**src/rtl/hpt_pkg.sv**
```systemverilog
package hpt_pkg;

  typedef enum logic [1:0] {
    WALK_IDLE  = 2'd0,
    WALK_ISSUE = 2'd1,
    WALK_WAIT  = 2'd2,
    WALK_DONE  = 2'd3
  } walk_state_e;

endpackage

```
**src/rtl/hpt_rst_sync.sv**
```systemverilog
module hpt_rst_sync (
  input  logic clk,
  input  logic rst_n_in,
  output logic rst_n_out
);

  logic [1:0] sync_q;

  always_ff @(posedge clk or negedge rst_n_in) begin
    if (!rst_n_in) begin
      sync_q <= 2'b00;
    end else begin
      sync_q <= {sync_q[0], 1'b1};
    end
  end

  assign rst_n_out = sync_q[1];

endmodule

```
**src/rtl/hpt_hash.sv**
```systemverilog
module hpt_hash #(
  parameter int VPN_W  = 40,
  parameter int HASH_W = 10
) (
  input  logic [VPN_W-1:0]  vpn,
  input  logic [HASH_W-1:0] mask,
  output logic [HASH_W-1:0] prim_idx,
  output logic [HASH_W-1:0] sec_idx
);

  localparam int TAG_W  = VPN_W - HASH_W;
  localparam int NCHUNK = (TAG_W + HASH_W - 1) / HASH_W;
  localparam int PAD_W  = NCHUNK * HASH_W;

  logic [PAD_W-1:0]  tag_pad;
  logic [HASH_W-1:0] fold;

  assign tag_pad = PAD_W'(vpn[VPN_W-1:HASH_W]);

  // Fold the upper page bits down to the index width.
  always_comb begin
    fold = '0;
    for (int i = 0; i < NCHUNK; i++) begin
      fold = fold ^ tag_pad[i*HASH_W +: HASH_W];
    end
  end

  assign prim_idx = (vpn[HASH_W-1:0] ^ fold) & mask;
  assign sec_idx  = (~prim_idx) & mask;

endmodule

```
**src/rtl/hpt_entry_match.sv**
```systemverilog
module hpt_entry_match #(
  parameter int ENTRY_W = 64,
  parameter int TAG_W   = 30,
  parameter int PPN_W   = 28
) (
  input  logic [ENTRY_W-1:0] entry,
  input  logic [TAG_W-1:0]   want_tag,
  input  logic               want_sec,
  output logic               match,
  output logic [PPN_W-1:0]   ppn
);

  localparam int VLD_BIT = ENTRY_W - 1;
  localparam int SEL_BIT = ENTRY_W - 2;
  localparam int TAG_HI  = ENTRY_W - 3;
  localparam int TAG_LO  = TAG_HI - TAG_W + 1;
  localparam int RSV_W   = TAG_LO - PPN_W;

  logic             ent_vld;
  logic             ent_sel;
  logic [TAG_W-1:0] ent_tag;
  logic [RSV_W-1:0] unused_rsv;

  assign ent_vld    = entry[VLD_BIT];
  assign ent_sel    = entry[SEL_BIT];
  assign ent_tag    = entry[TAG_HI:TAG_LO];
  assign unused_rsv = entry[TAG_LO-1:PPN_W];
  assign ppn        = entry[PPN_W-1:0];

  assign match = ent_vld && (ent_sel == want_sec) && (ent_tag == want_tag);

endmodule

```
**src/rtl/hpt_walk_ctrl.sv**
```systemverilog
module hpt_walk_ctrl
  import hpt_pkg::*;
#(
  parameter int VPN_W     = 40,
  parameter int HASH_W    = 10,
  parameter int ADDR_W    = 48,
  parameter int PPN_W     = 28,
  parameter int GROUP_N   = 8,
  parameter int ENTRY_B   = 8
) (
  input  logic                 clk,
  input  logic                 rst_n,
  input  logic                 req_valid,
  output logic                 req_ready,
  input  logic [VPN_W-1:0]     req_vpn,
  input  logic [ADDR_W-1:0]    req_base,
  input  logic [HASH_W-1:0]    req_mask,
  output logic [VPN_W-1:0]     lat_vpn,
  output logic [HASH_W-1:0]    lat_mask,
  input  logic [HASH_W-1:0]    prim_idx,
  input  logic [HASH_W-1:0]    sec_idx,
  output logic                 phase_sec,
  output logic                 rd_req_valid,
  input  logic                 rd_req_ready,
  output logic [ADDR_W-1:0]    rd_addr,
  input  logic                 rd_resp_valid,
  input  logic                 ent_match,
  input  logic [PPN_W-1:0]     ent_ppn,
  output logic                 resp_valid,
  input  logic                 resp_ready,
  output logic                 resp_hit,
  output logic                 resp_trap,
  output logic [PPN_W-1:0]     resp_ppn,
  output logic [$clog2(GROUP_N)-1:0] resp_slot,
  output logic                 resp_secondary
);

  localparam int SLOT_W    = $clog2(GROUP_N);
  localparam int ESHIFT    = $clog2(ENTRY_B);
  localparam int GSHIFT    = $clog2(GROUP_N * ENTRY_B);
  localparam logic [SLOT_W-1:0] LAST_SLOT = SLOT_W'(GROUP_N - 1);

  walk_state_e       state_q, state_d;
  logic [SLOT_W-1:0] slot_q, slot_d;
  logic              phase_q, phase_d;
  logic [VPN_W-1:0]  vpn_q;
  logic [ADDR_W-1:0] base_q;
  logic [HASH_W-1:0] mask_q;
  logic              hit_q, hit_d;
  logic [PPN_W-1:0]  ppn_q, ppn_d;
  logic [SLOT_W-1:0] rslot_q;
  logic              rsec_q;
  logic              cap_req;
  logic              cap_resp;
  logic              step_en;

  logic [HASH_W-1:0] cur_idx;
  logic [ADDR_W-1:0] grp_addr;

  // Next-state logic
  always_comb begin
    state_d  = state_q;
    slot_d   = slot_q;
    phase_d  = phase_q;
    hit_d    = hit_q;
    ppn_d    = ppn_q;
    cap_req  = 1'b0;
    cap_resp = 1'b0;
    step_en  = 1'b0;
    unique case (state_q)
      WALK_IDLE: begin
        if (req_valid) begin
          cap_req = 1'b1;
          step_en = 1'b1;
          slot_d  = '0;
          phase_d = 1'b0;
          state_d = WALK_ISSUE;
        end
      end
      WALK_ISSUE: begin
        if (rd_req_ready) begin
          state_d = WALK_WAIT;
        end
      end
      WALK_WAIT: begin
        if (rd_resp_valid) begin
          if (ent_match) begin
            cap_resp = 1'b1;
            hit_d    = 1'b1;
            ppn_d    = ent_ppn;
            state_d  = WALK_DONE;
          end else if (slot_q == LAST_SLOT) begin
            if (phase_q) begin
              cap_resp = 1'b1;
              hit_d    = 1'b0;
              ppn_d    = '0;
              state_d  = WALK_DONE;
            end else begin
              step_en = 1'b1;
              phase_d = 1'b1;
              slot_d  = '0;
              state_d = WALK_ISSUE;
            end
          end else begin
            step_en = 1'b1;
            slot_d  = slot_q + 1'b1;
            state_d = WALK_ISSUE;
          end
        end
      end
      WALK_DONE: begin
        if (resp_ready) begin
          state_d = WALK_IDLE;
        end
      end
      default: state_d = WALK_IDLE;
    endcase
  end

  // Control registers
  always_ff @(posedge clk or negedge rst_n) begin
    if (!rst_n) begin
      state_q <= WALK_IDLE;
      slot_q  <= '0;
      phase_q <= 1'b0;
    end else begin
      state_q <= state_d;
      if (step_en) begin
        slot_q  <= slot_d;
        phase_q <= phase_d;
      end
    end
  end

  // Captured request
  always_ff @(posedge clk or negedge rst_n) begin
    if (!rst_n) begin
      vpn_q  <= '0;
      base_q <= '0;
      mask_q <= '0;
    end else if (cap_req) begin
      vpn_q  <= req_vpn;
      base_q <= req_base;
      mask_q <= req_mask;
    end
  end

  // Result registers
  always_ff @(posedge clk or negedge rst_n) begin
    if (!rst_n) begin
      hit_q   <= 1'b0;
      ppn_q   <= '0;
      rslot_q <= '0;
      rsec_q  <= 1'b0;
    end else if (cap_resp) begin
      hit_q   <= hit_d;
      ppn_q   <= ppn_d;
      rslot_q <= slot_q;
      rsec_q  <= phase_q;
    end
  end

  assign cur_idx  = phase_q ? sec_idx : prim_idx;
  assign grp_addr = base_q | (ADDR_W'(cur_idx) << GSHIFT);
  assign rd_addr  = grp_addr + (ADDR_W'(slot_q) << ESHIFT);

  assign lat_vpn   = vpn_q;
  assign lat_mask  = mask_q;
  assign phase_sec = phase_q;

  assign req_ready      = (state_q == WALK_IDLE);
  assign rd_req_valid   = (state_q == WALK_ISSUE);
  assign resp_valid     = (state_q == WALK_DONE);
  assign resp_hit       = resp_valid && hit_q;
  assign resp_trap      = resp_valid && !hit_q;
  assign resp_ppn       = ppn_q;
  assign resp_slot      = rslot_q;
  assign resp_secondary = rsec_q;

endmodule

```
**src/rtl/hpt_group_walker.sv**
```systemverilog
module hpt_group_walker #(
  parameter int VPN_W   = 40,
  parameter int HASH_W  = 10,
  parameter int ADDR_W  = 48,
  parameter int PPN_W   = 28,
  parameter int ENTRY_W = 64,
  parameter int GROUP_N = 8,
  parameter int ENTRY_B = 8
) (
  input  logic                       clk,
  input  logic                       rst_n,
  input  logic                       req_valid,
  output logic                       req_ready,
  input  logic [VPN_W-1:0]           req_vpn,
  input  logic [ADDR_W-1:0]          req_base,
  input  logic [HASH_W-1:0]          req_mask,
  output logic                       rd_req_valid,
  input  logic                       rd_req_ready,
  output logic [ADDR_W-1:0]          rd_addr,
  input  logic                       rd_resp_valid,
  input  logic [ENTRY_W-1:0]         rd_resp_data,
  output logic                       resp_valid,
  input  logic                       resp_ready,
  output logic                       resp_hit,
  output logic                       resp_trap,
  output logic [PPN_W-1:0]           resp_ppn,
  output logic [$clog2(GROUP_N)-1:0] resp_slot,
  output logic                       resp_secondary
);

  localparam int TAG_W = VPN_W - HASH_W;

  logic              rst_n_sync;
  logic [VPN_W-1:0]  lat_vpn;
  logic [HASH_W-1:0] lat_mask;
  logic [HASH_W-1:0] prim_idx;
  logic [HASH_W-1:0] sec_idx;
  logic              phase_sec;
  logic              ent_match;
  logic [PPN_W-1:0]  ent_ppn;

  hpt_rst_sync u_rst (
    .clk       (clk),
    .rst_n_in  (rst_n),
    .rst_n_out (rst_n_sync)
  );

  hpt_hash #(
    .VPN_W  (VPN_W),
    .HASH_W (HASH_W)
  ) u_hash (
    .vpn      (lat_vpn),
    .mask     (lat_mask),
    .prim_idx (prim_idx),
    .sec_idx  (sec_idx)
  );

  hpt_entry_match #(
    .ENTRY_W (ENTRY_W),
    .TAG_W   (TAG_W),
    .PPN_W   (PPN_W)
  ) u_match (
    .entry    (rd_resp_data),
    .want_tag (lat_vpn[VPN_W-1:HASH_W]),
    .want_sec (phase_sec),
    .match    (ent_match),
    .ppn      (ent_ppn)
  );

  hpt_walk_ctrl #(
    .VPN_W   (VPN_W),
    .HASH_W  (HASH_W),
    .ADDR_W  (ADDR_W),
    .PPN_W   (PPN_W),
    .GROUP_N (GROUP_N),
    .ENTRY_B (ENTRY_B)
  ) u_ctrl (
    .clk            (clk),
    .rst_n          (rst_n_sync),
    .req_valid      (req_valid),
    .req_ready      (req_ready),
    .req_vpn        (req_vpn),
    .req_base       (req_base),
    .req_mask       (req_mask),
    .lat_vpn        (lat_vpn),
    .lat_mask       (lat_mask),
    .prim_idx       (prim_idx),
    .sec_idx        (sec_idx),
    .phase_sec      (phase_sec),
    .rd_req_valid   (rd_req_valid),
    .rd_req_ready   (rd_req_ready),
    .rd_addr        (rd_addr),
    .rd_resp_valid  (rd_resp_valid),
    .ent_match      (ent_match),
    .ent_ppn        (ent_ppn),
    .resp_valid     (resp_valid),
    .resp_ready     (resp_ready),
    .resp_hit       (resp_hit),
    .resp_trap      (resp_trap),
    .resp_ppn       (resp_ppn),
    .resp_slot      (resp_slot),
    .resp_secondary (resp_secondary)
  );

endmodule

```
**config.mk**
```make
export PLATFORM = sky130hd
export DESIGN_NAME = hpt_group_walker
export DESIGN_NICKNAME = d
export VERILOG_FILES = /design/src/rtl/hpt_pkg.sv /design/src/rtl/hpt_rst_sync.sv /design/src/rtl/hpt_hash.sv /design/src/rtl/hpt_entry_match.sv /design/src/rtl/hpt_walk_ctrl.sv /design/src/rtl/hpt_group_walker.sv
export SDC_FILE = /design/constraint.sdc
export NUM_CORES = 1
export LEC_CHECK = 0
export BUFFER_PORTS_ARGS = -buffer_cell sky130_fd_sc_hd__buf_4
export CORE_ASPECT_RATIO = 1.1
export CORE_MARGIN = 2
export CORE_UTILIZATION = 25
export CTS_CLUSTER_SIZE = 30
export DETAILED_ROUTE_END_ITERATION = 8
export PLACE_DENSITY = 0.5
export SLEW_MARGIN = 40
export SYNTH_ARGS = -nofsm -noshare
export SYNTH_HDL_FRONTEND = slang
export SYNTH_SLANG_ARGS = --single-unit
```
**constraint.sdc**
```tcl
create_clock -name clk -period 3.9 [get_ports clk]
set_clock_uncertainty 0.2 [all_clocks]
set_input_delay 0.195 -clock clk [delete_from_list [all_inputs] [get_ports clk]]
set_output_delay 0.195 -clock clk [all_outputs]
set_load 0.02 [all_outputs]
```
Yosys cells after proc, flatten, opt, wreduce, memory -nomap -nowiden
Cells that the tools add are included.

operators by class
  reductions and logical operators = 13
  equality and inequality tests = 13
  multiplexer cells = 38
  bitwise logic cells = 7
  add/subtract/negate cells = 2

operators by type and width
  cell                                                    count
  two-way mux 28 bit                                      3
  adder 48 x 6 -> 48 bit                                  1
  OR 48 x 16 -> 48 bit                                    1
  equality test 30 bit                                    1
  XOR 10 bit                                              3
  bitwise AND 10 bit                                      2
  two-way mux 1 bit                                       18
  two-way mux 3 bit                                       5
  two-way mux 2 bit                                       7
  AND reduction 6 bit                                     2
  two-way mux 10 bit                                      1
  NOT 10 bit                                              1
  inequality test 2 bit (second input constant)           4
  case mux 2 bit (4 select lines)                         1
  case mux 3 bit (2 select lines)                         1
  nonzero test 2 bit                                      3
  AND reduction 5 bit                                     1
  equality test 2 bit (second input constant)             2
  logical AND 1 bit                                       4
  inequality test 2 x 1 -> 1 bit (second input constant)  2
  case mux 1 bit (2 select lines)                         2
  AND reduction 4 bit                                     1
  adder 3 x 1 -> 3 bit (second input constant)            1
  equality test 3 bit (second input constant)             1
  5 further kinds                                         5

storage, ports and cells
  register bits after elaboration = 139
  word-level logic and storage cells = 84

Longest topological paths before layout
  word-level depth = 9
  depth in mapped cells = 10
  depth with buffers taken out = 10

Cells and area by module
From an unflattened synthesis, not the netlist that was laid out.

second synthesis, totals
  cell total of the unflattened synthesis = 637
  area total of the unflattened synthesis = 7,332.0 sq um

modules (own cells, without submodules)
  module           area an instance (sq um)  cells an instance  sequential area each (sq um)  times used
  hpt_walk_ctrl    6,311.1                   504                3,428.3                       1
  hpt_entry_match  566.8                     70                 0.0                           1
  hpt_hash         400.4                     60                 0.0                           1
  hpt_rst_sync     53.8                      3                  50.0                          1

Least setup slack after synthesis
OpenSTA, ideal clock, no wires.

  path type = reg2out
  from = reg u_ctrl.phase_q, in the netlist u_ctrl.phase_sec
  to = out rd_addr[41]
  stages on the path, launching flop included = 10
  data arrival time = 2,505 ps
  required time = 3,505 ps
  slack = 1,000 ps
  path through = dfrtp_1 > buf_6 > xnor3_2 > xnor2_2 > a21oi_2 > nor4b_4 > and3_2 > buf_4 > nand4_1 > xnor2_1

between the ends
  cells in the longest elaborated chain, start to end = 3

RTL lines
  element                   RTL line                source
  start: declaration        hpt_walk_ctrl.sv:45     logic phase_q, phase_d;
  start signal: assignment  hpt_walk_ctrl.sv:130    phase_q <= phase_d;
  two-way mux 10 bit        hpt_walk_ctrl.sv:163    assign cur_idx = phase_q ? sec_idx : prim_idx;
  OR 48 x 16 -> 48 bit      hpt_walk_ctrl.sv:164    assign grp_addr = base_q | (ADDR_W'(cur_idx) << GSHIFT);
  adder 48 x 6 -> 48 bit    hpt_walk_ctrl.sv:165    assign rd_addr = grp_addr + (ADDR_W'(slot_q) << ESHIFT);
  end: declaration          hpt_group_walker.sv:19  output logic [ADDR_W-1:0] rd_addr,

Every way passes these cells.

Final worst setup path
  from = reg u_ctrl.phase_q, in the netlist u_ctrl.phase_sec
  to = out rd_addr[18]

Same word-level chain as after synthesis.

==> reports/results.ini <==
[timing]
post-route-period-util_pct = 95.2
max_freq_ghz = 0.269
timing.slew.headroom_pct = 55.8
tightestPinTransition_ns = 0.663
setup_violations = 0
finalMaxSlewViolations = 0
final_hold_viol_count = 0
setup_tns_ns = 0
min_period_ns = 3.71
rsz0062_at_grt = no

[worst_hold_path]
hp-class = flip-flop to asynchronous set/reset pin

[critical_path]
path_class = flip-flop to output port
required_ns = 3.50
slowest_delay_ns = 0.51
cp_slowest_cell = or3_1
crit_fanout = 8
startpoint_type = flip-flop
cp_top_family = simple AND/OR/NAND/NOR gates
path_cells = buf_4, xnor3_1, xnor2_1, a21oi_1, or3_1, nor4_4, nand3_1, xnor2_1, buf_4
critPathCaptureType = output port
crit_arrival_ns = 3.32
r2r-end = u_ctrl.state_q[1]$_DFFE_PN0P_
reg2regPathDepth = 7
timing.rr.start = u_ctrl.lat_vpn[27]$_DFFE_PN0P_
regToRegSetupSlack_ns = 0.81
critPathBufInv = 2

[cts]
cts_tree = done
clk_latency_ns = 0.43
numCtsBuffers = 17
clk_pin_slew_worst_paths_ns = 0.07
cts-root-buf = clkbuf_16
htreeDepth = 4
clock_path_buffers = 2
cts.sinks = 139

[grt]
grt_pass1_wl_mm = 34.5
track_usage_pct = 15.0
gr-usage-met1_pct = 18.1
antenna_found_initial = 2
grt.overflow.total = 0
grt_use_met2_pct = 25.8
met3_usage_pct = 2.70
grt.busiest_layer = met2
grt_pass1_vias = 6316
grt_max_degree = 57

[power]
ir_drop_v = 0.000292
power_leakage_uw = 0.00519
power.internal_uw = 4780
p_comb_share_pct = 48.3
fin_total_pwr_uw = 8010
clkPwrFrac_pct = 19.8
power_density_nw_per_um2 = 699
p_sw_uw = 3230
seq_power_share_pct = 31.9
p_sw_share_pct = 40.3

[synthesis]
synth_flop_cell = dfrtp_1
synth_edf_count = 0
syn_area_per_cell_um2 = 12.3
ys_seq_area_share_pct = 48.5
synthesis.nets = 758
synth_area_um2 = 7170
ys_types = 54
syn_inst = 584
ys_seq_elements = 139
synthArstFlopShare_pct = 100
ys.warnings.count = 0

[layout]
syn2layout_area_growth_pct = 59.9
n_fill_cell = 2792
drive_gt1_share_pct = 42.4
layout_commonest_cell = buf_4
regArea_um2 = 3480
layout_common_cells = buf_4 (262), dfrtp_1 (137), dlygate4sd3_1 (133)
multi_input_area_um2 = 3550
finalNetCount = 1146

[floorplan]
core_area_um2 = 28500
die_y_um = 182
io_pins = 253
initial_core_util_pct = 25.2
die-area_um2 = 30000
die_w_um = 165
fp-row-count = 65

[drt]
drt-total-wl_mm = 22.4
drtIter0Drc = 226
drtPass1Iterations = 5
wl_per_cell_um = 16.5
ant_nets = 0
vias = 5989
via_per_inst = 4.42
route.detailed.drc = 0

[placement]
finalWeightedCongestion = 0.810
io_buffers = 248
dp.final_hpwl_mm = 16.5

[run]
drv_cap = 0

[status]
status = finished clean

## synth_stat cells (9+ instances only)
cell | instances | area share [%]
dfrtp_1 | 139 | 49
mux2_2 | 99 | 16
xor2_1 | 54 | 6.6
xnor2_1 | 38 | 4.6
a22o_1 | 28 | 3.4
nand2_1 | 25 | 1.3
clkbuf_1 | 19 | 0.99
nor2_1 | 16 | 0.84
nand3_1 | 15 | 1.0
nor3_1 | 15 | 1.0
nand4_1 | 14 | 1.2
nor4_1 | 12 | 1.0
o21ai_0 | 10 | 0.70
a21oi_1 | 9 | 0.63
and3_1 | 9 | 0.79
## logic make-up (layout without fill, tap and decap cells)
logic type	after synthesis	count (layout)	synth area share [%]
AOI/OAI and AO/OA	57	57	5.80
xor gates and xnor gates	104	104	15.0
adders and majority gates	6	6	1.15
buffers and inverters	36	437	2.22
DFF	139	139	48.5
muxes	99	99	15.6
other	1	3	0.0523
and+or+nand+nor	142	142	11.7
## final cells by class
cell class | count | area share [%]
clock inverters | 15 | 1.29
repair buffers | 398 | 29.3
multi-input cells | 409 | 31.0
flip-flops and latches | 139 | 30.4
well taps | 368 | 4.02
inverters | 7 | 0.229
clock buffers | 17 | 3.71
diodes | 2 | 0.0437
## flip-flops by register name, summed over array words and instances (netlist names)
register               count
u_ctrl.base_q             48
u_ctrl.lat_vpn            40
u_ctrl.resp_ppn           28
u_ctrl.lat_mask           10
u_ctrl.resp_slot           3
u_ctrl.slot_q              3
u_ctrl.state_q             2
u_rst.sync_q               2
u_ctrl.hit_q               1
u_ctrl.phase_sec           1
u_ctrl.resp_secondary      1
## what timing repair did
item / in CTS / in global routing
endpoints found under the setup margin: 1 / 30
buffers inserted: 0 / 1
hold buffers: 133 / 0
pin swaps: 0 / 1
gates resized for setup: 1 / 3
hold endpoints to repair: 130 / 0
## how the worst max path moves through the flow
stage / from / to / slack, ns / depth (start not counted)
2_1_floorplan: u_ctrl.phase_sec$_DFFE_PN0P_ / rd_addr[41] / 1.00 / 9
3_3_place_gp: u_ctrl.phase_sec$_DFFE_PN0P_ / rd_addr[30] / 0.46 / 9
3_5_place_dp: u_ctrl.phase_sec$_DFFE_PN0P_ / rd_addr[30] / 0.48 / 9
4_1_cts: u_ctrl.phase_sec$_DFFE_PN0P_ / rd_addr[16] / 0.02 / 9
5_1_grt: u_ctrl.phase_sec$_DFFE_PN0P_ / rd_addr[36] / 0.002 / 10
6_report: u_ctrl.phase_sec$_DFFE_PN0P_ / rd_addr[18] / 0.19 / 9
## through the flow
step / instance area (um^2) / cells / setup WS, ns / hold WS [ns] / util, %
global placement: 9510 / 1186 / 0.461 / -0.222 / 33.4
CTS: 11400 / 1351 / 0.0196 / 0.104 / 40.1
global route: 11500 / 1355 / 0.00172 / 0.144 / 40.3
finish: 11500 / 1355 / 0.188 / 0.0965 / 40.3
detailed placement: 9510 / 1186 / 0.482 / -0.221 / 33.4
floorplan: 7170 / 584 / 1.00 / -0.301 / -
## routing by layer
layer / vias to the layer above / part of all wire (%)
li1: 2882 / -
met1: 2898 / 42
met2: 162 / 50
met3: 47 / 4.2
met4: 0 / 4.0
met5: - / 0
## power groups by stage
stage / Sequential (uW) / Combinational (uW) / Clock [uW]
CTS: 2570 / 3940 / 1660
finish: 2560 / 3870 / 1580
global placement: 2590 / 3750 / 0
detailed placement: 2590 / 3780 / 0
floorplan: 2410 / 2530 / 0
global route: 2660 / 4170 / 1700
Power figures use the tool's default switching activity.
